### src/rtl/cdr_dfe_pkg.sv
package cdr_dfe_pkg;
    localparam int NTAPS   = 4;
    localparam int HIST_W  = NTAPS + 1;
    localparam int STEP_W  = 8;
    localparam int ACC_W   = STEP_W + 2;
    localparam int FILL_W  = $clog2(HIST_W + 1);

    function automatic int tap_w(input int k);
        return (k < 2) ? 5 : 4;
    endfunction

    function automatic int tap_lo(input int k);
        return (k == 0) ? 0 : -((1 << (tap_w(k) - 1)) - 1);
    endfunction

    function automatic int tap_hi(input int k);
        return (k == 0) ? (1 << tap_w(k)) - 1 : (1 << (tap_w(k) - 1)) - 1;
    endfunction

    function automatic int tap_off(input int k);
        int s;
        s = 0;
        for (int i = 0; i < k; i++) s += tap_w(i);
        return s;
    endfunction

    localparam int TAPS_BITS = tap_off(NTAPS);

    typedef struct packed {
        logic [HIST_W-1:0] hist;
        logic              edge_prev;
        logic [FILL_W-1:0] fill;
        logic              adv;
        logic              ret;
        logic              upd;
        logic              under;
        logic [NTAPS-1:0]  sgn;
    } eval_t;
endpackage

### src/rtl/cdr_edge_eval.sv
module cdr_edge_eval
    import cdr_dfe_pkg::*;
(
    input  logic             clk,
    input  logic             rst_n,
    input  logic             vld_i,
    input  logic             din_i,
    input  logic             ein_i,
    output logic             adv_o,
    output logic             ret_o,
    output logic             upd_o,
    output logic             under_o,
    output logic [NTAPS-1:0] sgn_o
);
    eval_t st_d, st_q;
    logic  judge, lead_ok, trail_ok, lead_early, trail_early;

    always_comb begin
        st_d        = st_q;
        st_d.adv    = 1'b0;
        st_d.ret    = 1'b0;
        st_d.upd    = 1'b0;
        judge       = vld_i && (st_q.fill == FILL_W'(HIST_W));
        lead_ok     = st_q.hist[1] != st_q.hist[0];
        trail_ok    = st_q.hist[0] != din_i;
        lead_early  = st_q.edge_prev == st_q.hist[1];
        trail_early = ein_i == st_q.hist[0];
        if (judge && lead_ok && trail_ok) begin
            st_d.adv   = !lead_early && !trail_early;
            st_d.ret   = lead_early && trail_early;
            st_d.upd   = lead_early != trail_early;
            st_d.under = lead_early;
            st_d.sgn   = st_q.hist[NTAPS:1];
        end
        if (vld_i) begin
            st_d.hist      = {st_q.hist[HIST_W-2:0], din_i};
            st_d.edge_prev = ein_i;
            if (st_q.fill != FILL_W'(HIST_W)) st_d.fill = st_q.fill + 1'b1;
        end
    end

    always_ff @(posedge clk or negedge rst_n) begin
        if (!rst_n) st_q <= '0;
        else        st_q <= st_d;
    end

    assign adv_o   = st_q.adv;
    assign ret_o   = st_q.ret;
    assign upd_o   = st_q.upd;
    assign under_o = st_q.under;
    assign sgn_o   = st_q.sgn;

    assert_no_dual_cmd_R9: assert property (@(posedge clk) disable iff (!rst_n)
        !(st_q.adv && st_q.ret));
    assert_act_needs_input_R7: assert property (@(posedge clk) disable iff (!rst_n)
        (st_q.adv || st_q.ret || st_q.upd) |-> $past(vld_i));
    assert_flat_edge_ignored_R3: assert property (@(posedge clk) disable iff (!rst_n)
        (st_q.adv || st_q.ret || st_q.upd) |-> ($past(din_i) != $past(st_q.hist[0])));
endmodule

### src/rtl/cdr_tap_adapt.sv
module cdr_tap_adapt
    import cdr_dfe_pkg::*;
#(
    parameter int W  = 5,
    parameter int LO = -15,
    parameter int HI = 15
) (
    input  logic              clk,
    input  logic              rst_n,
    input  logic              upd_i,
    input  logic              up_i,
    input  logic [STEP_W-1:0] step_i,
    input  logic [STEP_W-1:0] thr_i,
    output logic [W-1:0]      tap_o
);
    typedef struct packed {
        logic signed [ACC_W-1:0] acc;
        logic [W-1:0]            tap;
    } tap_state_t;

    tap_state_t st_d, st_q;
    int cur, nxt_acc, thr;

    always_comb begin
        st_d    = st_q;
        cur     = (LO < 0) ? int'($signed(st_q.tap)) : int'($unsigned(st_q.tap));
        thr     = int'($unsigned(thr_i));
        nxt_acc = int'(st_q.acc) + (up_i ? int'($unsigned(step_i)) : -int'($unsigned(step_i)));
        if (upd_i) begin
            if (nxt_acc > 0 && nxt_acc >= thr) begin
                st_d.acc = '0;
                if (cur < HI) st_d.tap = W'(cur + 1);
            end else if (nxt_acc < 0 && -nxt_acc >= thr) begin
                st_d.acc = '0;
                if (cur > LO) st_d.tap = W'(cur - 1);
            end else begin
                st_d.acc = ACC_W'(nxt_acc);
            end
        end
    end

    always_ff @(posedge clk or negedge rst_n) begin
        if (!rst_n) st_q <= '0;
        else        st_q <= st_d;
    end

    assign tap_o = st_q.tap;

    assert_tap_in_range_R6: assert property (@(posedge clk) disable iff (!rst_n)
        (cur >= LO) && (cur <= HI));
    assert_single_lsb_step_R5: assert property (@(posedge clk) disable iff (!rst_n)
        (st_q.tap != $past(st_q.tap)) |->
            ($past(upd_i) && ((st_q.tap == $past(st_q.tap) + W'(1)) ||
                              (st_q.tap == $past(st_q.tap) - W'(1)))));
endmodule

### src/rtl/cdr_dfe_adapt.sv
module cdr_dfe_adapt
    import cdr_dfe_pkg::*;
(
    input  logic                 clk,
    input  logic                 rst_n,
    input  logic                 in_vld,
    input  logic                 in_data,
    input  logic                 in_edge,
    input  logic [STEP_W-1:0]    step_size,
    input  logic [STEP_W-1:0]    lpf_thresh,
    output logic                 phase_adv,
    output logic                 phase_ret,
    output logic [TAPS_BITS-1:0] taps_o
);
    logic             upd, under;
    logic [NTAPS-1:0] sgn;

    cdr_edge_eval u_eval (
        .clk     (clk),
        .rst_n   (rst_n),
        .vld_i   (in_vld),
        .din_i   (in_data),
        .ein_i   (in_edge),
        .adv_o   (phase_adv),
        .ret_o   (phase_ret),
        .upd_o   (upd),
        .under_o (under),
        .sgn_o   (sgn)
    );

    for (genvar k = 0; k < NTAPS; k++) begin : g_tap
        logic up_k;
        assign up_k = (under == sgn[k]);
        cdr_tap_adapt #(
            .W  (tap_w(k)),
            .LO (tap_lo(k)),
            .HI (tap_hi(k))
        ) u_tap (
            .clk    (clk),
            .rst_n  (rst_n),
            .upd_i  (upd),
            .up_i   (up_k),
            .step_i (step_size),
            .thr_i  (lpf_thresh),
            .tap_o  (taps_o[tap_off(k) +: tap_w(k)])
        );
    end
endmodule

### config.mk
export PLATFORM = sky130hd
export DESIGN_NAME = cdr_dfe_adapt
export DESIGN_NICKNAME = d
export VERILOG_FILES = /design/src/rtl/cdr_dfe_pkg.sv /design/src/rtl/cdr_edge_eval.sv /design/src/rtl/cdr_tap_adapt.sv /design/src/rtl/cdr_dfe_adapt.sv
export SDC_FILE = /design/constraint.sdc
export NUM_CORES = 1
export LEC_CHECK = 0
export ABC_AREA = 1
export BUFFER_PORTS_ARGS = -buffer_cell sky130_fd_sc_hd__buf_2
export CAP_MARGIN = 20
export CORE_UTILIZATION = 45
export DETAILED_ROUTE_END_ITERATION = 10
export MAX_ROUTING_LAYER = met4
export PLACE_DENSITY = 0.6
export REMOVE_ABC_BUFFERS = 1
export SLEW_MARGIN = 40
export SYNTH_ARGS = -nofsm -noshare
export SYNTH_HDL_FRONTEND = slang
export SYNTH_SLANG_ARGS = --single-unit
### constraint.sdc
create_clock -name clk -period 11.24 [get_ports clk]
set_input_delay 0.562 -clock clk [delete_from_list [all_inputs] [get_ports clk]]
set_output_delay 0.562 -clock clk [all_outputs]
set_load 0.03 [all_outputs]
# After elaboration in Yosys (flattened, before gate mapping)
# Cells that the tools add are included.
# totals
register_bits,75
input_bits,21
out_inout_bits,20
# op_classes
n_addsub,18
order_cmp,24
eq_ne,15
n_mux,25
n_reduce_logical,28
# op_table
cell,n
32-bit by 9-bit greater-or-equal comparator with 1-bit output,8
10-bit by 32-bit adder with 32-bit output,4
32-bit by 1-bit > comparator with 1-bit output (second input constant),4
32-bit by 1-bit < comparator with 1-bit output (second input constant),4
32-bit 2-to-1 mux,4
32-bit negation,4
10-bit 2-to-1 mux,4
8-bit negation with 32-bit output,1
15-bit 2-to-1 mux,2
5-bit 2-to-1 mux,6
14-bit 2-to-1 mux,2
4-bit 2-to-1 mux,6
4-bit AND reduction,4
2-bit nonzero test,8
1-bit logical AND,13
5-bit < comparator (second input constant),2
4-bit by 2-bit adder with 4-bit output (second input constant),2
4-bit > comparator (second input constant),2
4-bit < comparator (second input constant),2
8-bit 2-to-1 mux,1
2-bit != test (second input constant),4
4-bit by 2-bit subtractor with 4-bit output (second input constant),2
1-bit == test,6
5-bit by 1-bit adder with 5-bit output (second input constant),1
other kinds (11),14

# Logic depth before layout (Yosys ltp)
# depth
word_depth,8
depth_mapped,37
depth_no_buf,37

# Modules after synthesis
# Synthesis repeated with hierarchy kept, for this count alone.
# unflattened
hier_cells,2584
hier_area_um2,14869.3
# modules_own_cells
mod,instances,cells_each,area_each_um2
cdr_tap_adapt (g_tap[0].u_tap),1,671,3707.3
cdr_tap_adapt (g_tap[1].u_tap),1,606,3582.2
cdr_tap_adapt (g_tap[2].u_tap),1,627,3452.1
cdr_tap_adapt (g_tap[3].u_tap),1,572,3203.1
cdr_edge_eval,1,91,860.8
cdr_dfe_adapt,1,17,63.8

# Least setup slack after synthesis
# OpenSTA, ideal clock, no wires.
# synth_timing
kind,input to register
from,in step_size[1]
to,reg g_tap[1].u_tap.st_q (netlist bit g_tap[1].u_tap.tap_o[4])
arrival_time_ns,4.836
path_slack_ns,6.338
cell_stages,31
path_buffers,1
cell_sequence,inv_1 -> ha_1 -> nand2_2 -> nor2_1 -> inv_1 -> nor2_1 -> xor2_1 -> o21ai_0 -> ha_1 -> nand2_1 -> inv_1 -> a21oi_1 -> nand3_1 -> nand2_1 -> inv_1 -> ha_1 -> nand2_1 -> nor2_1 -> a2111oi_0 -> nand2_1 -> nand2_1 -> nand3_1 -> nand2_1 -> clkbuf_1 -> ha_1 -> nand2_1 -> nand2_1 -> a21oi_1 -> xor2_1 -> nand3_1 -> nand2_1
# synth_between
elab_chain_len,8
elab_cells_between_ends,15
classes_between,3 x add/sub; 4 x order compare; 1 x eq/ne; 2 x mux; 5 x reduce/logical
# synth_lines
element,line_no,source
start: declaration,cdr_dfe_adapt.sv:9,"input logic [STEP_W-1:0] step_size,"
8-bit negation with 32-bit output,cdr_tap_adapt.sv:28,nxt_acc = int'(st_q.acc) + (up_i ? int'($unsigned(step_i)) : -int'($unsigned(step_i)));
32-bit 2-to-1 mux (*),cdr_tap_adapt.sv:28,
10-bit by 32-bit adder with 32-bit output (*),cdr_tap_adapt.sv:28,
32-bit negation,cdr_tap_adapt.sv:33,end else if (nxt_acc < 0 && -nxt_acc >= thr) begin
32-bit by 9-bit greater-or-equal comparator with 1-bit output,cdr_tap_adapt.sv:33,
1-bit logical AND,cdr_tap_adapt.sv:33,
2-bit nonzero test (no line),-,
4-bit AND reduction (no line),-,
end signal: assignment,cdr_tap_adapt.sv:44,else st_q <= st_d;
end: declaration,cdr_tap_adapt.sv:21,"tap_state_t st_d, st_q;"
# Mark *: on every way between the ends. The rest lies on a longest branch, timed or not.
# A chain may end at the register's enable or synchronous reset.

# Worst setup path in the final report
# Ends and elaborated chain as after synthesis.

==> flow_summary.json <==
{
  "std_cell_rows": 62,
  "area_delta_synth_final_pct": 5.464,
  "cts_setup_buffers": 0,
  "startpoint_type": "input pin",
  "drt.antenna.violating_nets": 0,
  "grt_antenna_before_repair": 3,
  "critPathBufInv": 5,
  "ioPinCount": 41,
  "cp-startpoint": "step_size[1]",
  "via_per_inst": 5.203,
  "whs_ns": 0.2255,
  "crit_slowest_cell": "a2111oi_0",
  "wire_per_inst_um": 13.98,
  "tightest_slew_ns": 0.6377,
  "arrival_ns": 5.86,
  "cts_hold_buf": 0,
  "final_common_cell": "nand2_1",
  "drc": 0,
  "outcome": "finished, final reports clean",
  "finalHoldViolCount": 0,
  "dr_total_vias": 13450,
  "rsz0062_at_grt": "no",
  "core_area_um2": 28700,
  "end_kind": "register",
  "crit_family": "simple AND/OR/NAND/NOR gates",
  "gp_congestion": 0.9336,
  "finalSetupViolCount": 0,
  "drv_slew": 0,
  "synth_area_per_cell_um2": 5.996,
  "gr-total-overflow": 0,
  "drv_cap": 0,
  "totalWireLength_um": 36110,
  "cp_max_fo": 16,
  "period_share_pct": 49.53,
  "die_y_um": 172.8,
  "synthCells": 2188,
  "grt_pass1_vias": 12260,
  "track_usage_pct": 25.33,
  "tns_ns": 0,
  "clk_path_buf_depth": 2,
  "critPathRequiredTime_ns": 11.54,
  "dieArea_um2": 29840,
  "numCtsBuffers": 9,
  "cts-root-buf": "clkbuf_16",
  "critPathKind": "in -> reg",
  "die_w_um": 172.8,
  "hpwl_um": 29130,
  "synth.distinct_cells": 61,
  "r2r_start": "u_eval.under_o",
  "worstSkewPairLatency_ns": 0.36,
  "grt_max_degree": 76,
  "cpMostUsedCell": "nand2_1",
  "clock-sinks": 75,
  "drive_above_1_share_pct": 9.331,
  "min_period_ns": 5.567,
  "nNetsFinal": 2357,
  "relSlewSlack_pct": 57.49,
  "grt_pass1_wl_um": 60670,
  "ys_seq_elements": 75,
  "fin_skew_ns": 0.01123,
  "portBuffers": 40,
  "netlist_area_um2": 13120,
  "dr.pass1.iters": 6,
  "max_stage_delay_ns": 0.50,
  "htree_levels": 3,
  "dr.first_iter.drc_count": 971,
  "post_cts_resized": 0,
  "path_clk_slew_ns": 0.07,
  "ys_seq_area_share_pct": 14.30,
  "yosys_warnings": 0,
  "final_cell_mix": "nand2_1 (731), inv_1 (310), nand3_1 (199), nor2_1 (159), ha_1 (136)",
  "final_core_util_pct": 48.21,
  "fmax_mhz": 179.6,
  "start_util_pct": 45.71,
  "hp-class": "in -> async",
  "cts_tree": "done"
}
==> Yosys cell counts, drive strengths merged <==
cell	count	area, um2
a21boi	5	41.29
a21oi	92	471.7
nor4	2	12.51
xnor2	22	219.0
nor3	31	185.2
a21o	1	7.510
dfrtp	75	1877
xnor3	2	45.04
o21ai	109	586.8
clkbuf	21	78.83
o31ai	2	15.01
o311ai	1	8.760
nand2	784	3149
or2	2	12.52
a22oi	1	7.510
a41oi	2	25.03
buf	28	230.2
and3	1	6.260
xor2	44	434.2
a211oi	4	30.03
clkinv	3	11.26
o22ai	3	18.77
o21bai	5	41.29
a31oi	4	25.02
a2111oi	1	8.760
nand3b	10	75.07
o311a	1	10.01
and2	1	6.260
nor2	192	879.6
nand3	212	1141
nand4	52	325.3
o211ai	3	22.52
fa	8	160.2
o21a	3	22.52
inv	325	1227
ha	136	1702
==> worst paths after layout <==
path | to | slack (ns) | cells after the start
max in group asynchronous | u_eval.upd_o | 10.53 | 1
setup / recovery | g_tap[1].u_tap.tap_o[4] | 5.67 | 32
setup reg to reg | g_tap[3].u_tap.tap_o[3] | 5.77 | 34
hold reg to reg | g_tap[3].u_tap.st_q[11] | 0.49 | 2
min in group clk | u_eval.st_q[11] | 0.43 | 3
hold / removal | g_tap[1].u_tap.tap_o[1] | 0.23 | 1
==> state kept, by name, indices dropped and copies added (netlist names) <==
signal / count
g_tap.u_tap.st_q: 40
u_eval.upd_o: 1
u_eval.sgn_o: 4
u_eval.ret_o: 1
g_tap.u_tap.tap_o: 18
u_eval.st_q: 9
u_eval.under_o: 1
u_eval.adv_o: 1
==> worst reg2reg max path: cells and delay by family (launching register included) <==
kind	cells	cell delay [ns]
simple gates	24	2.84
fa+ha+maj	2	0.78
compound gates	3	0.66
buf+inv	4	0.49
flops	1	0.45
xor+xnor	1	0.16
==> cell type report <==
type,instances,area (um2)
fill,3022,14870
multi-input combinational,1736,9701
sequential,75,1878
inverter,328,1239
tap,384,480.5
clock buffer,9,225.2
timing repair buffer,42,224.0
clock inverter,7,82.58
antenna,3,7.507
==> logic make-up (layout without fill, tap and decap cells) <==
group / Yosys count / after routing / synth area share (%)
simple gates: 1287 / 1287 / 44.15
buf+inv: 377 / 386 / 11.80
compound gates: 237 / 237 / 10.23
fa+ha+maj: 144 / 144 / 14.19
flops: 75 / 75 / 14.30
xor+xnor: 68 / 68 / 5.321
other cells: 0 / 3 / 0
==> layer usage <==
metal	global-route usage, %	wire, um
met2	38.00	15280
met4	4.757	421
met1	36.56	18530
met3	2.990	1883
met5	-	0
==> stage by stage <==
step | setup slack [ns] | instances | cell area, um2
final | 5.673 | 2584 | 13840
after global routing | 5.057 | 2584 | 13840
after CTS | 5.641 | 2581 | 13830
after detailed placement | 5.286 | 2565 | 13520
after global placement | 5.332 | 2565 | 13510
after floorplan | 6.400 | 2139 | 12810
Power is not shown: default switching activity piles up to over one toggle a cycle in this logic, so the estimate is an artifact.
